`src/rtl/split_seq_pkg.sv`:
```
`timescale 1ns/1ps
package split_seq_pkg;

  typedef enum logic [1:0] {
    POS_ALL   = 2'b00,
    POS_BEGIN = 2'b01,
    POS_MID   = 2'b10,
    POS_END   = 2'b11
  } pos_e;

  // number of chunks of at most chunk bytes that a payload of len bytes needs
  function automatic int unsigned need_splits(input int unsigned len,
                                              input int unsigned chunk);
    return (len + chunk - 1) / chunk;
  endfunction

  // tag that the first chunk of an n-chunk transfer must carry
  function automatic pos_e first_pos(input int unsigned n);
    return (n == 1) ? POS_ALL : POS_BEGIN;
  endfunction

  // tag after retiring a chunk, given the count before the retirement
  function automatic pos_e next_pos(input int unsigned cnt_before);
    return (cnt_before == 2) ? POS_END : POS_MID;
  endfunction

  // bytes in the chunk cut from rem remaining bytes
  function automatic int unsigned piece_len(input int unsigned rem,
                                            input int unsigned chunk);
    return (rem > chunk) ? chunk : rem;
  endfunction

endpackage

```
`src/rtl/split_param_check.sv`:
```
`timescale 1ns/1ps
module split_param_check
  import split_seq_pkg::*;
#(
  parameter int unsigned CHUNK   = 188,
  parameter int unsigned MAX_CNT = 6,
  parameter int unsigned LEN_W   = 11,
  parameter int unsigned CNT_W   = 3
) (
  input  logic [LEN_W-1:0] total_len_i,
  input  logic [1:0]       init_pos_i,
  input  logic [CNT_W-1:0] init_cnt_i,
  output logic             params_ok_o
);

  logic        cnt_over;
  logic        cnt_zero;
  logic        cnt_mismatch;
  logic        pos_mismatch;
  int unsigned need;

  always_comb begin
    need         = need_splits(32'(total_len_i), CHUNK);
    cnt_over     = 32'(init_cnt_i) > MAX_CNT;
    cnt_zero     = init_cnt_i == '0;
    cnt_mismatch = 32'(init_cnt_i) != need;
    pos_mismatch = init_pos_i != first_pos(32'(init_cnt_i));
    params_ok_o  = !(cnt_over || cnt_zero || cnt_mismatch || pos_mismatch);
  end

endmodule

```
`src/rtl/split_byte_track.sv`:
```
`timescale 1ns/1ps
module split_byte_track
  import split_seq_pkg::*;
#(
  parameter int unsigned CHUNK = 188,
  parameter int unsigned LEN_W = 11
) (
  input  logic             clk,
  input  logic             rst_n,
  input  logic             start_i,
  input  logic [LEN_W-1:0] total_len_i,
  input  logic             advance_i,
  output logic [LEN_W-1:0] chunk_len_o
);

  logic [LEN_W-1:0] rem_q;

  assign chunk_len_o = LEN_W'(piece_len(32'(rem_q), CHUNK));

  always_ff @(posedge clk) begin
    if (!rst_n) begin
      rem_q <= '0;
    end else if (start_i) begin
      rem_q <= total_len_i;
    end else if (advance_i) begin
      rem_q <= rem_q - chunk_len_o;
    end
  end

  AST_REM_DROPS: assert property (@(posedge clk) disable iff (!rst_n)
    advance_i |=> (rem_q < $past(rem_q)));

endmodule

```
`src/rtl/split_pos_track.sv`:
```
`timescale 1ns/1ps
module split_pos_track
  import split_seq_pkg::*;
#(
  parameter int unsigned CNT_W = 3
) (
  input  logic             clk,
  input  logic             rst_n,
  input  logic             start_i,
  input  logic [1:0]       init_pos_i,
  input  logic [CNT_W-1:0] init_cnt_i,
  input  logic             advance_i,
  output logic             active_o,
  output logic [1:0]       pos_o,
  output logic [CNT_W-1:0] cnt_o,
  output logic             done_o
);

  logic             active_q;
  logic [1:0]       pos_q;
  logic [CNT_W-1:0] cnt_q;
  logic             done_q;
  logic             last_ack;

  assign last_ack = advance_i && (cnt_q == CNT_W'(1));

  always_ff @(posedge clk) begin
    if (!rst_n) begin
      active_q <= 1'b0;
      pos_q    <= '0;
      cnt_q    <= '0;
      done_q   <= 1'b0;
    end else begin
      done_q <= last_ack;
      if (start_i) begin
        active_q <= 1'b1;
        pos_q    <= init_pos_i;
        cnt_q    <= init_cnt_i;
      end else if (advance_i) begin
        cnt_q <= cnt_q - CNT_W'(1);
        if (last_ack) active_q <= 1'b0;
        else          pos_q    <= next_pos(32'(cnt_q));
      end
    end
  end

  assign active_o = active_q;
  assign pos_o    = pos_q;
  assign cnt_o    = cnt_q;
  assign done_o   = done_q;

  AST_CNT_STEP: assert property (@(posedge clk) disable iff (!rst_n)
    (advance_i && cnt_q > CNT_W'(1)) |=> (cnt_q == $past(cnt_q) - CNT_W'(1)));
  AST_END_IS_LAST: assert property (@(posedge clk) disable iff (!rst_n)
    (active_q && pos_q == POS_END) |-> (cnt_q == CNT_W'(1)));
  AST_DONE_PULSE: assert property (@(posedge clk) disable iff (!rst_n)
    done_q |=> !done_q);
  AST_DONE_IDLE: assert property (@(posedge clk) disable iff (!rst_n)
    done_q |-> (!active_q && cnt_q == '0));
  AST_IDLE_CNT: assert property (@(posedge clk) disable iff (!rst_n)
    !active_q |-> (cnt_q == '0 || start_i == 1'b0));

endmodule

```
`src/rtl/split_out_seq.sv`:
```
`timescale 1ns/1ps
module split_out_seq
  import split_seq_pkg::*;
#(
  parameter  int unsigned CHUNK   = 188,
  parameter  int unsigned MAX_CNT = 6,
  localparam int unsigned CNT_W   = $clog2(MAX_CNT + 2),
  localparam int unsigned LEN_W   = $clog2(MAX_CNT * CHUNK + 2)
) (
  input  logic             clk,
  input  logic             rst_n,
  input  logic             load_i,
  input  logic [LEN_W-1:0] total_len_i,
  input  logic [1:0]       init_pos_i,
  input  logic [CNT_W-1:0] init_cnt_i,
  input  logic             issue_ack_i,
  output logic             chunk_valid_o,
  output logic [LEN_W-1:0] chunk_len_o,
  output logic [1:0]       pos_o,
  output logic [CNT_W-1:0] cnt_left_o,
  output logic             err_o,
  output logic             done_o
);

  logic             params_ok;
  logic             active;
  logic             start;
  logic             advance;
  logic             idle_load;
  logic [LEN_W-1:0] chunk_len;
  logic [CNT_W-1:0] cnt;
  logic [1:0]       pos;
  logic             done;
  logic             err_q;

  assign idle_load = load_i && !active;
  assign start     = idle_load && params_ok;
  assign advance   = active && issue_ack_i;

  split_param_check #(
    .CHUNK(CHUNK), .MAX_CNT(MAX_CNT), .LEN_W(LEN_W), .CNT_W(CNT_W)
  ) u_check (
    .total_len_i(total_len_i),
    .init_pos_i (init_pos_i),
    .init_cnt_i (init_cnt_i),
    .params_ok_o(params_ok)
  );

  split_byte_track #(.CHUNK(CHUNK), .LEN_W(LEN_W)) u_bytes (
    .clk        (clk),
    .rst_n      (rst_n),
    .start_i    (start),
    .total_len_i(total_len_i),
    .advance_i  (advance),
    .chunk_len_o(chunk_len)
  );

  split_pos_track #(.CNT_W(CNT_W)) u_pos (
    .clk       (clk),
    .rst_n     (rst_n),
    .start_i   (start),
    .init_pos_i(init_pos_i),
    .init_cnt_i(init_cnt_i),
    .advance_i (advance),
    .active_o  (active),
    .pos_o     (pos),
    .cnt_o     (cnt),
    .done_o    (done)
  );

  always_ff @(posedge clk) begin
    if (!rst_n)         err_q <= 1'b0;
    else if (idle_load) err_q <= !params_ok;
  end

  assign chunk_valid_o = active;
  assign chunk_len_o   = active ? chunk_len : '0;
  assign pos_o         = pos;
  assign cnt_left_o    = cnt;
  assign err_o         = err_q;
  assign done_o        = done;

  AST_ERR_QUIET: assert property (@(posedge clk) disable iff (!rst_n)
    err_q |-> !active);
  AST_FULL_NONLAST: assert property (@(posedge clk) disable iff (!rst_n)
    (active && cnt > CNT_W'(1)) |-> (chunk_len == LEN_W'(CHUNK)));
  AST_CHUNK_NONZERO: assert property (@(posedge clk) disable iff (!rst_n)
    active |-> (chunk_len != '0));
  AST_CNT_BOUND: assert property (@(posedge clk) disable iff (!rst_n)
    32'(cnt) <= MAX_CNT);
  AST_DONE_CAUSE: assert property (@(posedge clk) disable iff (!rst_n)
    done |-> $past(active && issue_ack_i));
  AST_BUSY_LOAD: assert property (@(posedge clk) disable iff (!rst_n)
    (active && load_i && !issue_ack_i) |=> ($stable(cnt) && $stable(pos) && $stable(err_q)));

endmodule

```
`config.mk`:
```
export PLATFORM = sky130hd
export DESIGN_NAME = split_out_seq
export DESIGN_NICKNAME = d
export VERILOG_FILES = /design/src/rtl/split_seq_pkg.sv /design/src/rtl/split_param_check.sv /design/src/rtl/split_byte_track.sv /design/src/rtl/split_pos_track.sv /design/src/rtl/split_out_seq.sv
export SDC_FILE = /design/constraint.sdc
export NUM_CORES = 1
export LEC_CHECK = 0
export ABC_AREA = 1
export BUFFER_PORTS_ARGS = -buffer_cell sky130_fd_sc_hd__buf_2
export CAP_MARGIN = 15
export CORE_AREA = 2 2 76 78
export DETAILED_ROUTE_END_ITERATION = 8
export DIE_AREA = 0 0 78 80
export MAX_ROUTING_LAYER = met4
export PLACE_DENSITY_LB_ADDON = 0.25
export SYNTH_ARGS = -nofsm -noshare
export SYNTH_HDL_FRONTEND = slang
export SYNTH_SLANG_ARGS = --single-unit
```
`constraint.sdc`:
```
create_clock -name clk -period 4.68 [get_ports clk]
set_clock_uncertainty 0.1 [all_clocks]
set_input_delay 0.234 -clock clk [delete_from_list [all_inputs] [get_ports clk]]
set_output_delay 0.234 -clock clk [all_outputs]
set_load 0.03 [all_outputs]
```
# == Word-level counts from Yosys, hierarchy flattened ==
# Index checks and enable logic that the tools add are counted.
# Widths: inputs -> output; s select.
# totals
regBits,19
latch_bits,0
mem_bits_rw,0
rom_bits,0
input_bits,20
output_inout_bits,19
word_cells,47
mem_count,0
# classes
add_sub_neg,4
mul,0
n_div,1
magnitude_cmp,2
n_eq_ne,6
shifts,0
muxes,14
n_bitwise,0
reduce_logical,14
# ops
operator,count
$mux 11,4
$div 32x8->32 const B,1
$ne 3x32->1,1
$sub 32x1->32 const B,1
$add 11x8->12 const B,1
$gt 11x8->1 const B,1
$sub 11x11->11,1
$eq 3x1->1 const B,2
$mux 2,3
$mux 3,2
$mux 1,5
$logic_and 1x1->1,4
$reduce_and 2->1,2
$reduce_bool 2->1,2
$eq 3x2->1 const B,1
$gt 3x3->1 const B,1
$logic_not 3->1,1
$logic_or 1x1->1,3
$sub 3x1->3 const B,1
$logic_not 1->1,2
$ne 2x2->1,1
$ne 2x2->1 const B,1

# == Depth between registers and ports, before layout ==
# depth
depth_word,10
depth_mapped,48
mapped_depth_nobuf,47

# == By module ==
# A second synthesis with hierarchy kept.
# hier_totals
hier_cells,418
hier_area_um2,2613.8
# modules_own_cells
mod,n_inst,cells_each,area_per_inst_um2,seq_area_each_um2
split_param_check,1,199,1228.7,0.0
split_byte_track,1,137,873.3,220.2
split_pos_track,1,50,360.3,140.1
split_out_seq,1,32,151.4,20.0

# == Worst setup path before layout ==
# Ideal clock, no wire load.
# synth_path
kind,input-to-reg
from,input total_len_i[2]
to,register u_bytes.rem_q[0]
setup_ns,0.132
t_arrival_ns,4.402
required_ns,4.448
slack_ns,0.046
path_stages,40
n_path_buf,1
path_cell_list,inv_2 -> ha_1 -> inv_1 -> nand2_1 -> nand2_1 -> inv_1 -> nand2_1 -> nor2_4 -> nand3_1 -> nor3_1 -> ha_1 -> inv_1 -> nand3_1 -> nand2_2 -> nor2_2 -> nand2_2 -> nand2_2 -> nand2_4 -> (+4 left out) -> a21oi_4 -> nand2_4 -> nand2_1 -> nand2_1 -> o21bai_4 -> nand2_4 -> nand2_4 -> nand2_2 -> nand3_2 -> nor2_4 -> nand2_2 -> nand2_2 -> o21ai_0 -> a21oi_2 -> clkbuf_1 -> nand4_1 -> nand2_1 -> a21oi_1
# synth_via
elab_chain_cells,9
word_cells_on_any_way,10
cone_classes,2 x add/sub; 1 x div; 1 x eq/ne; 1 x mux; 5 x reduce/logical
# synth_rtl
element,line,text
"start, declared",split_out_seq.sv:13,"input logic [LEN_W-1:0] total_len_i,"
$add 11x8->12 *,split_seq_pkg.sv:14,return (len + chunk - 1) / chunk;
$sub 32x1->32 *,split_seq_pkg.sv:14,
$div 32x8->32 *,split_seq_pkg.sv:14,
$ne 3x32->1 *,split_param_check.sv:26,cnt_mismatch = 32'(init_cnt_i) != need;
$logic_or 1x1->1 * (2 in a row),split_param_check.sv:28,params_ok_o = !(cnt_over || cnt_zero || cnt_mismatch || pos_mismatch);
$logic_not 1->1 *,split_param_check.sv:28,
$logic_and 1x1->1 *,split_out_seq.sv:37,assign start = idle_load && params_ok;
$mux 11 / $reduce_bool 2->1 (equally long branches),n/a,
"end signal, assigned",split_byte_track.sv:24,rem_q <= total_len_i;
"end signal, assigned",split_byte_track.sv:26,rem_q <= rem_q - chunk_len_o;
"end, declared",split_byte_track.sv:16,logic [LEN_W-1:0] rem_q;
# Every way passes the cells marked *; elsewhere a longest branch is shown, timed or not.
# A chain may end at the register's enable or synchronous reset.

# == Final worst setup path ==
# layout_path
from,input total_len_i[2]
to,register u_bytes.rem_q[1]
# Same word-level chain as after synthesis.

==> flow_metrics.py <==
metrics = {
    "placed_design": {
        "place_congestion": 0.841,
        "dp.cells": 631,
        "io_buffers": 35,
        "place_area_um2": 3370,
        "dpl_worst_slack_ns": -0.435,
        "post-dp-hpwl_um": 5590,
    },
    "timing": {
        "rsz0062_at_grt": "true",
        "hold_viol": 0,
        "fin_setup_tns_ns": -0.193,
        "maxSlewViolCount": 0,
        "slew_headroom": 0.602,
        "tightest_slew_ns": 0.596,
        "period_share": 1.01,
        "fmax_mhz": 212,
        "period_needed_ns": 4.72,
        "setup_viol": 10,
        "fin_ws_ns": -0.0385,
    },
    "synthesis": {
        "yosysSeqAreaShare": 0.137,
        "ys_types": 38,
        "yosysWarningCount": 0,
        "synth_cells": 481,
        "synth_area_um2": 2770,
        "synth-seq-cells": 19,
        "avgSynthCellArea_um2": 5.76,
    },
    "layout": {
        "syn_to_final_growth_pct": 47.2,
        "final_util": 0.755,
        "n_antenna_cell": 0,
        "postLayoutCellArea_um2": 4080,
        "stdcell_count": 660,
        "drive_above_1_share": 0.423,
        "nets": 617,
    },
    "die": {
        "num_rows": 27,
        "initial_utilization": 0.513,
        "die_w_um": 78,
        "io_pins": 39,
        "die_h_um": 80,
        "die-area_um2": 6240,
        "core_region_area_um2": 5410,
    },
    "power_and_ir_drop": {
        "irDropWorstVdd_mv": 0.172,
        "p_int_mw": 0.522,
        "clkPwrFrac": 0.119,
        "sequentialPowerShare": 0.182,
        "leakagePower_nw": 2.05,
        "switching_power_mw": 0.449,
        "switching_share": 0.463,
        "power-per-cell-area_nw_per_um2": 238,
        "combPwrFrac": 0.699,
    },
    "setup_path": {
        "cp.buffers_inverters": 7,
        "critPathTopFamily": "simple AND/OR/NAND/NOR gates",
        "start_kind": "input port",
        "max_stage_delay_ns": 0.23,
        "cp_max_fo": 11,
        "ff2ff_setup_slack_ns": 2.04,
        "critical_path.slowest_cell": "xor2_1",
        "worstPathRequired_ns": 4.70,
        "cp.arrival_ns": 4.74,
        "worstSetupPathType": "in -> reg",
        "worstSetupEndpointType": "flip-flop",
        "crit_path_frequent_cell": "nand2_4",
    },
    "drt": {
        "finalWirelength_um": 8020,
        "vias": 3423,
        "vias_per_cell": 5.19,
        "drtAntennaViolNets": 0,
        "drt-initial-drc-count": 150,
        "drt_first_pass_iters": 5,
        "wl_per_cell_um": 12.2,
        "post-route-drc-count": 0,
    },
    "status": {
        "violations": "setup timing",
        "status": "complete, but fails checks",
    },
    "worst_hold_path": {
        "hold_class": "in -> reg",
    },
    "global_routing": {
        "grt_overflow": 0,
        "grt_pass1_wl_um": 11500,
        "antenna_found_initial": 0,
        "busiest_layer": "met2",
        "grt.total_usage": 0.220,
        "use_met3": 0.0158,
        "grt_util_met1": 0.263,
        "grt_max_degree": 23,
        "grt_pass1_vias": 2836,
        "use_met2": 0.403,
    },
    "cts": {
        "cts_buffer_depth": 2,
        "cts.sinks": 19,
        "root_buffer": "clkbuf_8",
        "clk_latency_ns": 0.26,
        "cts_buffers": 3,
        "htreeDepth": 1,
        "cts_tree": "done",
        "clk_pin_slew_ns": 0.07,
    },
    "job": {
        "cap_violations": 0,
    },
}
==> final timing paths <==
| kind | from | to | depth (start not counted) |
|---|---|---|---|
| max | total_len_i[2] | u_bytes.rem_q[1] | 43 |
| min reg2reg | u_pos.pos_o[1] | u_pos.pos_o[1] | 2 |
| min | rst_n | u_pos.pos_o[0] | 3 |
| max reg2reg | u_bytes.rem_q[8] | u_bytes.rem_q[10] | 17 |
==> power by group through the flow <==
stage / Combinational, mW / Sequential (mW) / Clock [mW]
finish: 0.679 / 0.176 / 0.116
floorplan: 0.332 / 0.185 / 0
global placement: 0.458 / 0.179 / 0
CTS: 0.492 / 0.176 / 0.117
global route: 0.735 / 0.177 / 0.123
detailed placement: 0.466 / 0.180 / 0
==> cells in the mapped netlist (all sizes together) <==
library cell	count	area share
or2	2	0.0045
clkinv	2	0.0027
nand2	172	0.27
nand3b	1	0.0027
nor2	43	0.072
xnor2	3	0.0095
o2111ai	3	0.012
nand4	20	0.045
a22oi	1	0.0027
xor2	12	0.038
o211ai	4	0.011
clkbuf	4	0.0054
o21ai	17	0.031
nor3	3	0.0054
nand3	62	0.13
nor4	1	0.0023
inv	65	0.088
o21bai	2	0.0095
buf	9	0.027
a31oi	1	0.0023
a21oi	25	0.055
conb	2	0.0027
ha	8	0.036
dfxtp	19	0.14
==> worst min-delay path: cells and delay by family <==
family	cells	cell delay [ns]
buffers and inverters	1	0.12
AOI/OAI and AO/OA	2	0.08
==> stage by stage <==
| step | hold WS (ns) | power (mW) |
|---|---|---|
| 3_3_place_gp | 0.361 | 0.637 |
| 4_1_cts | 0.153 | 0.785 |
| 5_1_grt | 0.154 | 1.04 |
| 3_5_place_dp | 0.366 | 0.646 |
| 6_report | 0.130 | 0.971 |
| 2_1_floorplan | 0.276 | 0.516 |
==> cell families (layout without fill, tap and decap cells) <==
kind of cell | count (synthesis) | count (layout) | share of synthesized area
flops | 19 | 19 | 0.137
xor+xnor | 15 | 15 | 0.0474
buf+inv | 80 | 185 | 0.123
other cells | 2 | 4 | 0.00271
compound gates | 53 | 53 | 0.122
fa+ha+maj | 8 | 8 | 0.0361
simple gates | 304 | 304 | 0.531
==> registers in the layout (all words and copies together), names as in the netlist <==
name and count:
u_pos.active_o 1, u_pos.pos_o 2, err_o 1, u_bytes.rem_q 11
u_pos.cnt_o 3, u_pos.done_o 1
==> layout by cell type (no fill, tap or decap), types with 2 or more instances in the layout <==
cell / netlist / routed
nand4_1: 20 / 20
conb_1: 2 / 4
dfxtp_1: 19 / 19
a21oi_1: 22 / 19
nor2_2: 6 / 5
clkbuf_16: 0 / 2
o21ai_1: 4 / 8
buf_4: 4 / 71
nor3_1: 3 / 2
buf_2: 2 / 33
buf_6: 3 / 6
xor2_1: 12 / 12
nor2_4: 3 / 9
nand2_1: 143 / 107
or2_2: 2 / 2
clkbuf_8: 0 / 3
inv_1: 59 / 48
nand3_2: 7 / 13
o2111ai_1: 2 / 2
nand3_4: 1 / 6
a21oi_2: 1 / 3
nand3_1: 54 / 43
ha_4: 0 / 2
o21ai_0: 13 / 8
nor2_1: 34 / 29
nand2_4: 6 / 21
o211ai_1: 4 / 4
ha_1: 8 / 6
xnor2_1: 3 / 2
a21oi_4: 2 / 3
inv_4: 0 / 3
inv_2: 6 / 14
o21bai_4: 1 / 2
nand2_2: 23 / 43
==> final cells by class <==
type,count,area (µm²)
clock buffers,4,45.0
fillers,411,1330
inverters,67,264
multi-input cells,384,2450
flip-flops and latches,19,380
well taps,72,90.1
repair buffers,114,851
==> routing by layer <==
metal	routed length (µm)	share of wire	up-vias
met5	0	0	-
met4	110	0.014	0
met3	176	0.022	15
met2	4310	0.54	68
met1	3430	0.43	1573
li1	-	-	1767
==> what timing repair did <==
item | CTS | global route
hold buffers | 0 | 0
pin swaps | 7 | 44
resized for setup | 15 | 108
endpoints found under the setup margin | 18 | 18
gates cloned | 0 | 2
buffers inserted | 7 | 16
Note: power is estimated with default switching activity, not from simulation.
